===== config.mk =====
export PLATFORM = sky130hd
export DESIGN_NAME = sar_adc_seq
export DESIGN_NICKNAME = d
export VERILOG_FILES = /design/src/rtl/sar_seq_pkg.sv /design/src/rtl/sar_conv_fsm.sv /design/src/rtl/sar_approx_reg.sv /design/src/rtl/sar_power_ctl.sv /design/src/rtl/sar_cal_ctl.sv /design/src/rtl/sar_adc_seq.sv
export SDC_FILE = /design/constraint.sdc
export NUM_CORES = 1
export LEC_CHECK = 0
export BUFFER_PORTS_ARGS = -buffer_cell sky130_fd_sc_hd__buf_2
export CAP_MARGIN = 15
export CORE_UTILIZATION = 30
export DETAILED_ROUTE_END_ITERATION = 7
export HOLD_SLACK_MARGIN = 0.1
export PLACE_DENSITY = 0.57
export SLEW_MARGIN = 10
export SYNTH_ARGS = -nofsm -noshare
export SYNTH_HDL_FRONTEND = slang
export SYNTH_SLANG_ARGS = --single-unit

===== constraint.sdc =====
create_clock -name clk -period 2.8 [get_ports clk]
set_input_delay 0.28 -clock clk [delete_from_list [all_inputs] [get_ports clk]]
set_output_delay 0.28 -clock clk [all_outputs]
set_load 0.05 [all_outputs]

===== src/rtl/sar_seq_pkg.sv =====
package sar_seq_pkg;

  typedef enum logic [1:0] {
    PH_IDLE    = 2'd0,
    PH_SAMPLE  = 2'd1,
    PH_COMPARE = 2'd2
  } phase_e;

  // cycles of one phase: base length in TCL scaled by 2^sel, two TCL per clock
  function automatic int unsigned phase_cycles(int unsigned base_tcl, logic [1:0] sel);
    return (base_tcl << sel) / 2;
  endfunction

  // largest phase in cycles over both bases at the top multiplier
  function automatic int unsigned max_phase_cycles(int unsigned a_tcl, int unsigned b_tcl);
    return phase_cycles((a_tcl > b_tcl) ? a_tcl : b_tcl, 2'd3);
  endfunction

endpackage


===== src/rtl/sar_conv_fsm.sv =====
module sar_conv_fsm
  import sar_seq_pkg::*;
#(
  parameter int unsigned RES_BITS   = 10,
  parameter int unsigned CH_W       = 4,
  parameter int unsigned SAMPLE_TCL = 16,
  parameter int unsigned STEP_TCL   = 8,
  localparam int unsigned BIT_W     = $clog2(RES_BITS),
  localparam int unsigned CNT_W     = $clog2(max_phase_cycles(SAMPLE_TCL, STEP_TCL))
) (
  input  logic             clk,
  input  logic             rst_n,
  input  logic             start_i,
  input  logic             hold_i,
  input  logic             scan_i,
  input  logic [CH_W-1:0]  chan_i,
  input  logic [1:0]       stc_i,
  input  logic [1:0]       ctc_i,
  output logic             busy_o,
  output logic             busy_d_o,
  output logic             sample_o,
  output logic             step_end_o,
  output logic             last_bit_o,
  output logic [BIT_W-1:0] bit_idx_o,
  output logic [CH_W-1:0]  chan_o
);

  phase_e            phase_q;
  logic [CNT_W-1:0]  cnt_q;
  logic [BIT_W-1:0]  bit_q;
  logic [CH_W-1:0]   chan_q;
  logic              scan_q;
  logic [1:0]        stc_q;
  logic [1:0]        ctc_q;
  logic              busy_q;

  logic accept_w;
  logic cnt_zero_w;
  logic step_end_w;
  logic last_bit_w;
  logic more_chan_w;
  logic cycle_done_w;

  function automatic logic [CNT_W-1:0] sample_load(logic [1:0] sel);
    return CNT_W'(phase_cycles(SAMPLE_TCL, sel) - 1);
  endfunction

  function automatic logic [CNT_W-1:0] step_load(logic [1:0] sel);
    return CNT_W'(phase_cycles(STEP_TCL, sel) - 1);
  endfunction

  always_comb begin
    accept_w     = start_i && !busy_q && !hold_i;
    cnt_zero_w   = (cnt_q == '0);
    step_end_w   = (phase_q == PH_COMPARE) && cnt_zero_w;
    last_bit_w   = step_end_w && (bit_q == '0);
    more_chan_w  = scan_q && (chan_q != '0);
    cycle_done_w = last_bit_w && !more_chan_w;
    busy_d_o     = accept_w || (busy_q && !cycle_done_w);
  end

  always_ff @(posedge clk or negedge rst_n) begin
    if (!rst_n) begin
      phase_q <= PH_IDLE;
      cnt_q   <= '0;
      bit_q   <= '0;
      chan_q  <= '0;
      scan_q  <= 1'b0;
      stc_q   <= '0;
      ctc_q   <= '0;
      busy_q  <= 1'b0;
    end else begin
      busy_q <= busy_d_o;
      unique case (phase_q)
        PH_IDLE: begin
          if (accept_w) begin
            phase_q <= PH_SAMPLE;
            cnt_q   <= sample_load(stc_i);
            chan_q  <= chan_i;
            scan_q  <= scan_i;
            stc_q   <= stc_i;
            ctc_q   <= ctc_i;
          end
        end
        PH_SAMPLE: begin
          if (cnt_zero_w) begin
            phase_q <= PH_COMPARE;
            cnt_q   <= step_load(ctc_q);
            bit_q   <= BIT_W'(RES_BITS - 1);
          end else begin
            cnt_q <= cnt_q - CNT_W'(1);
          end
        end
        PH_COMPARE: begin
          if (!cnt_zero_w) begin
            cnt_q <= cnt_q - CNT_W'(1);
          end else if (bit_q != '0) begin
            bit_q <= bit_q - BIT_W'(1);
            cnt_q <= step_load(ctc_q);
          end else if (more_chan_w) begin
            phase_q <= PH_SAMPLE;
            cnt_q   <= sample_load(stc_q);
            chan_q  <= chan_q - CH_W'(1);
          end else begin
            phase_q <= PH_IDLE;
          end
        end
        default: phase_q <= PH_IDLE;
      endcase
    end
  end

  assign busy_o     = busy_q;
  assign sample_o   = (phase_q == PH_SAMPLE);
  assign step_end_o = step_end_w;
  assign last_bit_o = last_bit_w;
  assign bit_idx_o  = bit_q;
  assign chan_o     = chan_q;

  AST_SAMPLE_IN_BUSY: assert property (@(posedge clk) disable iff (!rst_n)
    sample_o |-> busy_q);
  AST_FIELDS_HELD: assert property (@(posedge clk) disable iff (!rst_n)
    (busy_q && $past(busy_q)) |-> ($stable(stc_q) && $stable(ctc_q)));
  AST_BUSY_NEEDS_START: assert property (@(posedge clk) disable iff (!rst_n)
    $rose(busy_q) |-> $past(start_i));
  AST_SCAN_DESCENDS: assert property (@(posedge clk) disable iff (!rst_n)
    (busy_q && $past(busy_q) && !$stable(chan_q)) |-> (chan_q == $past(chan_q) - CH_W'(1)));

endmodule


===== src/rtl/sar_approx_reg.sv =====
module sar_approx_reg #(
  parameter int unsigned RES_BITS = 10,
  parameter int unsigned CH_W     = 4,
  localparam int unsigned BIT_W   = $clog2(RES_BITS)
) (
  input  logic                clk,
  input  logic                rst_n,
  input  logic                clear_i,
  input  logic                step_end_i,
  input  logic                last_bit_i,
  input  logic [BIT_W-1:0]    bit_idx_i,
  input  logic [CH_W-1:0]     chan_i,
  input  logic                cmp_i,
  output logic [RES_BITS-1:0] trial_o,
  output logic [RES_BITS-1:0] result_o,
  output logic [CH_W-1:0]     result_chan_o,
  output logic                result_valid_o
);

  logic [RES_BITS-1:0] sar_q;
  logic [RES_BITS-1:0] decided_w;
  logic [RES_BITS-1:0] result_q;
  logic [CH_W-1:0]     rchan_q;
  logic                valid_q;

  // trial sets the bit under test; decided replaces it with the comparator answer
  always_comb begin
    for (int i = 0; i < int'(RES_BITS); i++) begin
      trial_o[i]   = sar_q[i] | (bit_idx_i == BIT_W'(i));
      decided_w[i] = (bit_idx_i == BIT_W'(i)) ? cmp_i : sar_q[i];
    end
  end

  always_ff @(posedge clk or negedge rst_n) begin
    if (!rst_n) begin
      sar_q    <= '0;
      result_q <= '0;
      rchan_q  <= '0;
      valid_q  <= 1'b0;
    end else begin
      if (clear_i) begin
        sar_q <= '0;
      end else if (step_end_i) begin
        sar_q <= decided_w;
      end
      valid_q <= last_bit_i;
      if (last_bit_i) begin
        result_q <= decided_w;
        rchan_q  <= chan_i;
      end
    end
  end

  assign result_o       = result_q;
  assign result_chan_o  = rchan_q;
  assign result_valid_o = valid_q;

  AST_RESULT_AFTER_LAST: assert property (@(posedge clk) disable iff (!rst_n)
    result_valid_o |-> $past(last_bit_i));
  AST_RESULT_HELD: assert property (@(posedge clk) disable iff (!rst_n)
    !result_valid_o |-> $stable(result_o));

endmodule


===== src/rtl/sar_power_ctl.sv =====
module sar_power_ctl #(
  parameter int unsigned SETTLE_CYC = 2000,
  localparam int unsigned SET_W     = $clog2(SETTLE_CYC + 1)
) (
  input  logic clk,
  input  logic rst_n,
  input  logic off_i,
  input  logic busy_i,
  input  logic busy_d_i,
  output logic pwr_en_o,
  output logic settled_o
);

  logic             pwr_q;
  logic [SET_W-1:0] set_cnt_q;

  always_ff @(posedge clk or negedge rst_n) begin
    if (!rst_n) begin
      pwr_q     <= 1'b1;
      set_cnt_q <= '0;
    end else begin
      pwr_q <= !off_i || busy_d_i;
      if (!pwr_q) begin
        set_cnt_q <= '0;
      end else if (set_cnt_q != SET_W'(SETTLE_CYC)) begin
        set_cnt_q <= set_cnt_q + SET_W'(1);
      end
    end
  end

  assign pwr_en_o  = pwr_q;
  assign settled_o = pwr_q && (set_cnt_q == SET_W'(SETTLE_CYC));

  AST_PWR_WHILE_BUSY: assert property (@(posedge clk) disable iff (!rst_n)
    busy_i |-> pwr_en_o);
  AST_OFF_AT_END: assert property (@(posedge clk) disable iff (!rst_n)
    ($fell(busy_i) && $past(off_i)) |-> !pwr_en_o);
  AST_SETTLE_AFTER_POWER: assert property (@(posedge clk) disable iff (!rst_n)
    $rose(settled_o) |-> $past(pwr_en_o));

endmodule


===== src/rtl/sar_cal_ctl.sv =====
module sar_cal_ctl #(
  parameter int unsigned CAL_CYCLES = 512,
  localparam int unsigned CAL_W     = $clog2(CAL_CYCLES)
) (
  input  logic clk,
  input  logic rst_n,
  input  logic off_i,
  output logic cal_active_o,
  output logic cal_done_o
);

  logic             active_q;
  logic             done_q;
  logic [CAL_W-1:0] cal_cnt_q;

  always_ff @(posedge clk or negedge rst_n) begin
    if (!rst_n) begin
      active_q  <= 1'b1;
      done_q    <= 1'b0;
      cal_cnt_q <= '0;
    end else if (active_q) begin
      if (off_i) begin
        active_q <= 1'b0;
      end else if (cal_cnt_q == CAL_W'(CAL_CYCLES - 1)) begin
        active_q <= 1'b0;
        done_q   <= 1'b1;
      end else begin
        cal_cnt_q <= cal_cnt_q + CAL_W'(1);
      end
    end
  end

  assign cal_active_o = active_q;
  assign cal_done_o   = done_q;

  AST_CAL_DONE_EXCL: assert property (@(posedge clk) disable iff (!rst_n)
    !(cal_active_o && cal_done_o));
  AST_CAL_NO_REVIVE: assert property (@(posedge clk) disable iff (!rst_n)
    !cal_active_o |=> !cal_active_o);
  AST_CAL_ABORT_OFF: assert property (@(posedge clk) disable iff (!rst_n)
    ($fell(cal_active_o) && $past(off_i)) |-> !cal_done_o);

endmodule


===== src/rtl/sar_adc_seq.sv =====
module sar_adc_seq #(
  parameter int unsigned RES_BITS   = 10,
  parameter int unsigned CH_W       = 4,
  parameter int unsigned SAMPLE_TCL = 16,
  parameter int unsigned STEP_TCL   = 8,
  parameter int unsigned CLK_MHZ    = 40,
  parameter int unsigned SETTLE_US  = 50,
  parameter int unsigned CAL_CYCLES = 512,
  localparam int unsigned BIT_W      = $clog2(RES_BITS),
  localparam int unsigned SETTLE_CYC = CLK_MHZ * SETTLE_US
) (
  input  logic                clk,
  input  logic                rst_n,
  input  logic                start_i,
  input  logic                off_i,
  input  logic                scan_i,
  input  logic [CH_W-1:0]     chan_i,
  input  logic [1:0]          stc_i,
  input  logic [1:0]          ctc_i,
  input  logic                cmp_i,
  output logic                busy_o,
  output logic                sample_o,
  output logic                bit_strobe_o,
  output logic [RES_BITS-1:0] trial_o,
  output logic [CH_W-1:0]     chan_o,
  output logic [RES_BITS-1:0] result_o,
  output logic [CH_W-1:0]     result_chan_o,
  output logic                result_valid_o,
  output logic                pwr_en_o,
  output logic                settled_o,
  output logic                cal_active_o,
  output logic                cal_done_o
);

  logic             busy_w;
  logic             busy_d_w;
  logic             sample_w;
  logic             step_end_w;
  logic             last_bit_w;
  logic [BIT_W-1:0] bit_idx_w;
  logic [CH_W-1:0]  chan_w;
  logic             cal_active_w;

  sar_cal_ctl #(
    .CAL_CYCLES(CAL_CYCLES)
  ) u_cal (
    .clk         (clk),
    .rst_n       (rst_n),
    .off_i       (off_i),
    .cal_active_o(cal_active_w),
    .cal_done_o  (cal_done_o)
  );

  sar_conv_fsm #(
    .RES_BITS  (RES_BITS),
    .CH_W      (CH_W),
    .SAMPLE_TCL(SAMPLE_TCL),
    .STEP_TCL  (STEP_TCL)
  ) u_fsm (
    .clk       (clk),
    .rst_n     (rst_n),
    .start_i   (start_i),
    .hold_i    (cal_active_w),
    .scan_i    (scan_i),
    .chan_i    (chan_i),
    .stc_i     (stc_i),
    .ctc_i     (ctc_i),
    .busy_o    (busy_w),
    .busy_d_o  (busy_d_w),
    .sample_o  (sample_w),
    .step_end_o(step_end_w),
    .last_bit_o(last_bit_w),
    .bit_idx_o (bit_idx_w),
    .chan_o    (chan_w)
  );

  sar_approx_reg #(
    .RES_BITS(RES_BITS),
    .CH_W    (CH_W)
  ) u_sar (
    .clk           (clk),
    .rst_n         (rst_n),
    .clear_i       (sample_w),
    .step_end_i    (step_end_w),
    .last_bit_i    (last_bit_w),
    .bit_idx_i     (bit_idx_w),
    .chan_i        (chan_w),
    .cmp_i         (cmp_i),
    .trial_o       (trial_o),
    .result_o      (result_o),
    .result_chan_o (result_chan_o),
    .result_valid_o(result_valid_o)
  );

  sar_power_ctl #(
    .SETTLE_CYC(SETTLE_CYC)
  ) u_pwr (
    .clk      (clk),
    .rst_n    (rst_n),
    .off_i    (off_i),
    .busy_i   (busy_w),
    .busy_d_i (busy_d_w),
    .pwr_en_o (pwr_en_o),
    .settled_o(settled_o)
  );

  assign busy_o       = busy_w;
  assign sample_o     = sample_w;
  assign bit_strobe_o = step_end_w;
  assign chan_o       = chan_w;
  assign cal_active_o = cal_active_w;

  AST_START_BLOCKED_IN_CAL: assert property (@(posedge clk) disable iff (!rst_n)
    cal_active_o |=> !$rose(busy_o));
  AST_STROBE_IN_BUSY: assert property (@(posedge clk) disable iff (!rst_n)
    bit_strobe_o |-> (busy_o && !sample_o));

endmodule


==> flow_metrics.env <==
export IMPL_outcome="finished clean"
export IMPL_fp_dieW_um=113.4
export IMPL_multi_input_area_um2=1838
export IMPL_synth_nets=404
export IMPL_r2r_start="u_fsm.cnt_q[0]$_DFFE_PN0P_"
export IMPL_startpoint_type="register"
export IMPL_ys_flop_type="dfrtp_1"
export IMPL_grt_pass1_vias=2856
export IMPL_synth_seq_cells=70
export IMPL_coreArea_um2=12060
export IMPL_detailed_place_hpwl_um=5769
export IMPL_cts_reportedPaths_clkPinSlew_ps=50
export IMPL_min_path_type="input port to register"
export IMPL_netlist_area_um2=3726
export IMPL_max_freq_mhz=398.6
export IMPL_vdd_drop_max_mv=0.2838
export IMPL_slew_headroom=0.4904
export IMPL_worst_r2r_cell_count=7
export IMPL_worst_hold_slack_ps=183.6
export IMPL_cpPeakStageDelay_ps=500
export IMPL_synthTopCellsByArea="dfrtp_1, ha_1, mux2i_1, nand2_1, xnor2_1"
export IMPL_syn_avg_cell_area_um2=9.963
export IMPL_fin_util=0.3740
export IMPL_cts_buffer_depth=2
export IMPL_cts_tree="yes"
export IMPL_drc=0
export IMPL_num_rows=40
export IMPL_worstSetupPathType="register to primary output"
export IMPL_gp_congestion=0.8204
export IMPL_drive_gt1_frac=0.2357
export IMPL_area_growth_pct=21.05
export IMPL_power_mw=3.598
export IMPL_critPathLaunch="u_fsm.cnt_q[0]$_DFFE_PN0P_"
export IMPL_ys_warn_count=0
export IMPL_ios=50
export IMPL_critPathMaxFanout=9
export IMPL_fin_worst_skew_ps=6.043
export IMPL_cp_num_buf_inv=3
export IMPL_first_pass_iters=4
export IMPL_power_leakage_nw=2.224
export IMPL_fillers=1184
export IMPL_fin_crit_sh=0.8960
export IMPL_post_layout_nonfiller_instances=605
export IMPL_drv_cap=0
export IMPL_cts_resized=0
export IMPL_final_setup_tns_ps=0
export IMPL_finalHoldViolCount=0
export IMPL_worst_setup_path_end_kind="primary output"
export IMPL_portBuffers=49
export IMPL_clock_sinks=70
export IMPL_grt_pass1_wl_um=13850
export IMPL_r2r_end="u_sar.result_o[2]$_DFFE_PN0P_"
export IMPL_antenna_found_initial=0
export IMPL_drt_iter0_markers=215
export IMPL_synth_edf_count=0
export IMPL_worst_r2r_setup_slack_ps=380
export IMPL_crit_family="simple AND/OR/NAND/NOR gates"
export IMPL_cp_slowest_cell="or4b_4"
export IMPL_worst_path_stages=7
export IMPL_synth_most_common_cell="dfrtp_1"
export IMPL_grt_max_degree=71
export IMPL_final_max_slew_viol_count=0
export IMPL_clock_latency_ps=330
export IMPL_cts_root_buf="clkbuf_16"
export IMPL_wl_per_cell_um=13.51
export IMPL_cts_inserted_buffers=9
export IMPL_avgViaCountPerCell=4.770
export IMPL_regArea_um2=1754
export IMPL_worstHoldStart="ctc_i[0]"
export IMPL_vias=2886
export IMPL_power_density_nw_per_um2=797.8
export IMPL_totalWireLength_um=8172
export IMPL_setup_viol_count_final=0
export IMPL_synth_cell_type_count=54
export IMPL_synth_top_cells_by_count="dfrtp_1, nand2_1, nor2_1"
export IMPL_grt_total_usage=0.1374
export IMPL_synth_seq_area_share=0.4708
export IMPL_synthArstFlopShare=1.000
export IMPL_nets=463
export IMPL_die_area_um2=12870
export IMPL_finalCriticalPeriod_ps=2509
export IMPL_worstPathRequired_ps=2520
export IMPL_dp_cells=589
export IMPL_crit_chain="inv_1, ha_1, or4b_4, nor2_1, buf_4, and2_1, buf_2"
export IMPL_die_y_um=113.4
export IMPL_grt_ovfl_total=0
export IMPL_cp_endpoint="bit_strobe_o"
export IMPL_tightest_slew_ps=762.9
export IMPL_start_util=0.3089
export IMPL_diodes=0
export IMPL_hold_depth=2
export IMPL_yosys_area_top_type_share=0.4567
export IMPL_grt_setup_unrepaired="no"
export IMPL_h_tree_depth=3
export IMPL_ant_nets=0
export IMPL_worstPathArrival_ps=2230
export IMPL_yosys_area_top_type="dfrtp_1"
export IMPL_synth_cells=374
per-layer routing:
layer	GRT usage	share of wire	up-vias	wire, µm
met5	0	0	-	0
met4	0.06053	0.021	0	168
met3	0.03082	0.038	15	308
met2	0.2106	0.45	56	3677
met1	0.1863	0.49	1386	4017
li1	-	-	1429	-
final cells by class:
| type | instances | share of cell area |
|---|---|---|
| clock buffer | 11 | 0.05603 |
| tap | 168 | 0.04660 |
| sequential | 70 | 0.3889 |
| timing repair buffer | 64 | 0.08266 |
| clock inverter | 4 | 0.004993 |
| multi-input combinational | 272 | 0.4075 |
| inverter | 16 | 0.01331 |
placed cells by master, fill, tap and decap left out, types with 4 or more instances in the layout:
master,Yosys,routed
o21ai_0,16,16
nand2b_1,9,9
nor2b_1,7,7
a31o_2,8,8
mux2i_1,19,19
buf_4,0,13
nor3_1,10,10
xnor2_1,12,12
nand2_1,44,44
a21oi_1,7,7
inv_1,15,15
nor2_1,24,24
a21o_1,8,8
and2_0,7,7
clkbuf_16,0,9
mux2_2,8,8
nand4_1,9,9
buf_2,5,49
and2_1,8,8
xor2_1,5,5
dfrtp_1,68,68
nand3_1,7,7
a31oi_1,4,4
and3_1,4,4
ha_1,16,16
state kept, by name (all words and copies together), names as in the netlist:
| signal | cells |
|---|---|
| u_pwr.set_cnt_q | 11 |
| u_sar.result_o | 10 |
| u_sar.sar_q | 10 |
| u_cal.cal_cnt_q | 9 |
| u_fsm.cnt_q | 6 |
| u_fsm.bit_idx_o | 4 |
| u_fsm.chan_o | 4 |
| u_sar.result_chan_o | 4 |
| u_fsm.ctc_q | 2 |
| u_fsm.phase_q | 2 |
| u_fsm.stc_q | 2 |
| u_cal.cal_active_o | 1 |
| u_cal.cal_done_o | 1 |
| u_fsm.busy_o | 1 |
| u_fsm.scan_q | 1 |
| u_pwr.pwr_en_o | 1 |
| u_sar.result_valid_o | 1 |
cells by family (layout without fill, tap and decap cells):
family | after synthesis | count (layout) | synth area share
xor gates and xnor gates | 17 | 17 | 0.03996
muxes | 27 | 27 | 0.07522
buffers and inverters | 32 | 95 | 0.03593
DFF | 70 | 70 | 0.4708
and+or+nand+nor | 147 | 147 | 0.2048
adders and majority gates | 16 | 16 | 0.05373
AOI/OAI and AO/OA | 65 | 65 | 0.1195
through the flow:
| stage | instance area (µm²) | setup WS (ps) |
|---|---|---|
| 3_3_place_gp | 4225 | 440.5 |
| 5_1_grt | 4511 | 194.5 |
| 2_1_floorplan | 3726 | 404.4 |
| 3_5_place_dp | 4225 | 397.2 |
| 6_report | 4511 | 291.2 |
| 4_1_cts | 4511 | 268.0 |
how the worst min path moves through the flow:
stage | endpoint
after floorplan | u_cal.cal_cnt_q[0]$_DFFE_PN0P_
after global placement | u_sar.sar_q[4]$_DFFE_PN0P_
after detailed placement | u_sar.sar_q[5]$_DFFE_PN0P_
after CTS | u_fsm.scan_q$_DFFE_PN0P_
after global routing | u_fsm.scan_q$_DFFE_PN0P_
final | u_fsm.ctc_q[0]$_DFFE_PN0P_
where the power goes:
| group | internal, mW | leakage [nW] | switching (mW) | total [mW] |
|---|---|---|---|---|
| Clock | 0.637 | 0.137 | 0.404 | 1.04 |
| Sequential | 1.17 | 0.893 | 0.185 | 1.36 |
| Combinational | 0.441 | 1.19 | 0.756 | 1.20 |
| Total | 2.25 | 2.22 | 1.35 | 3.60 |
what timing repair did:
| item | CTS | global route |
|---|---|---|
| setup buffers | 0 | 0 |
| hold endpoints to repair | 68 | 0 |
| hold buffers | 1 | 0 |
| setup endpoints to repair | 0 | 0 |
Power figures use the tool's default switching activity.
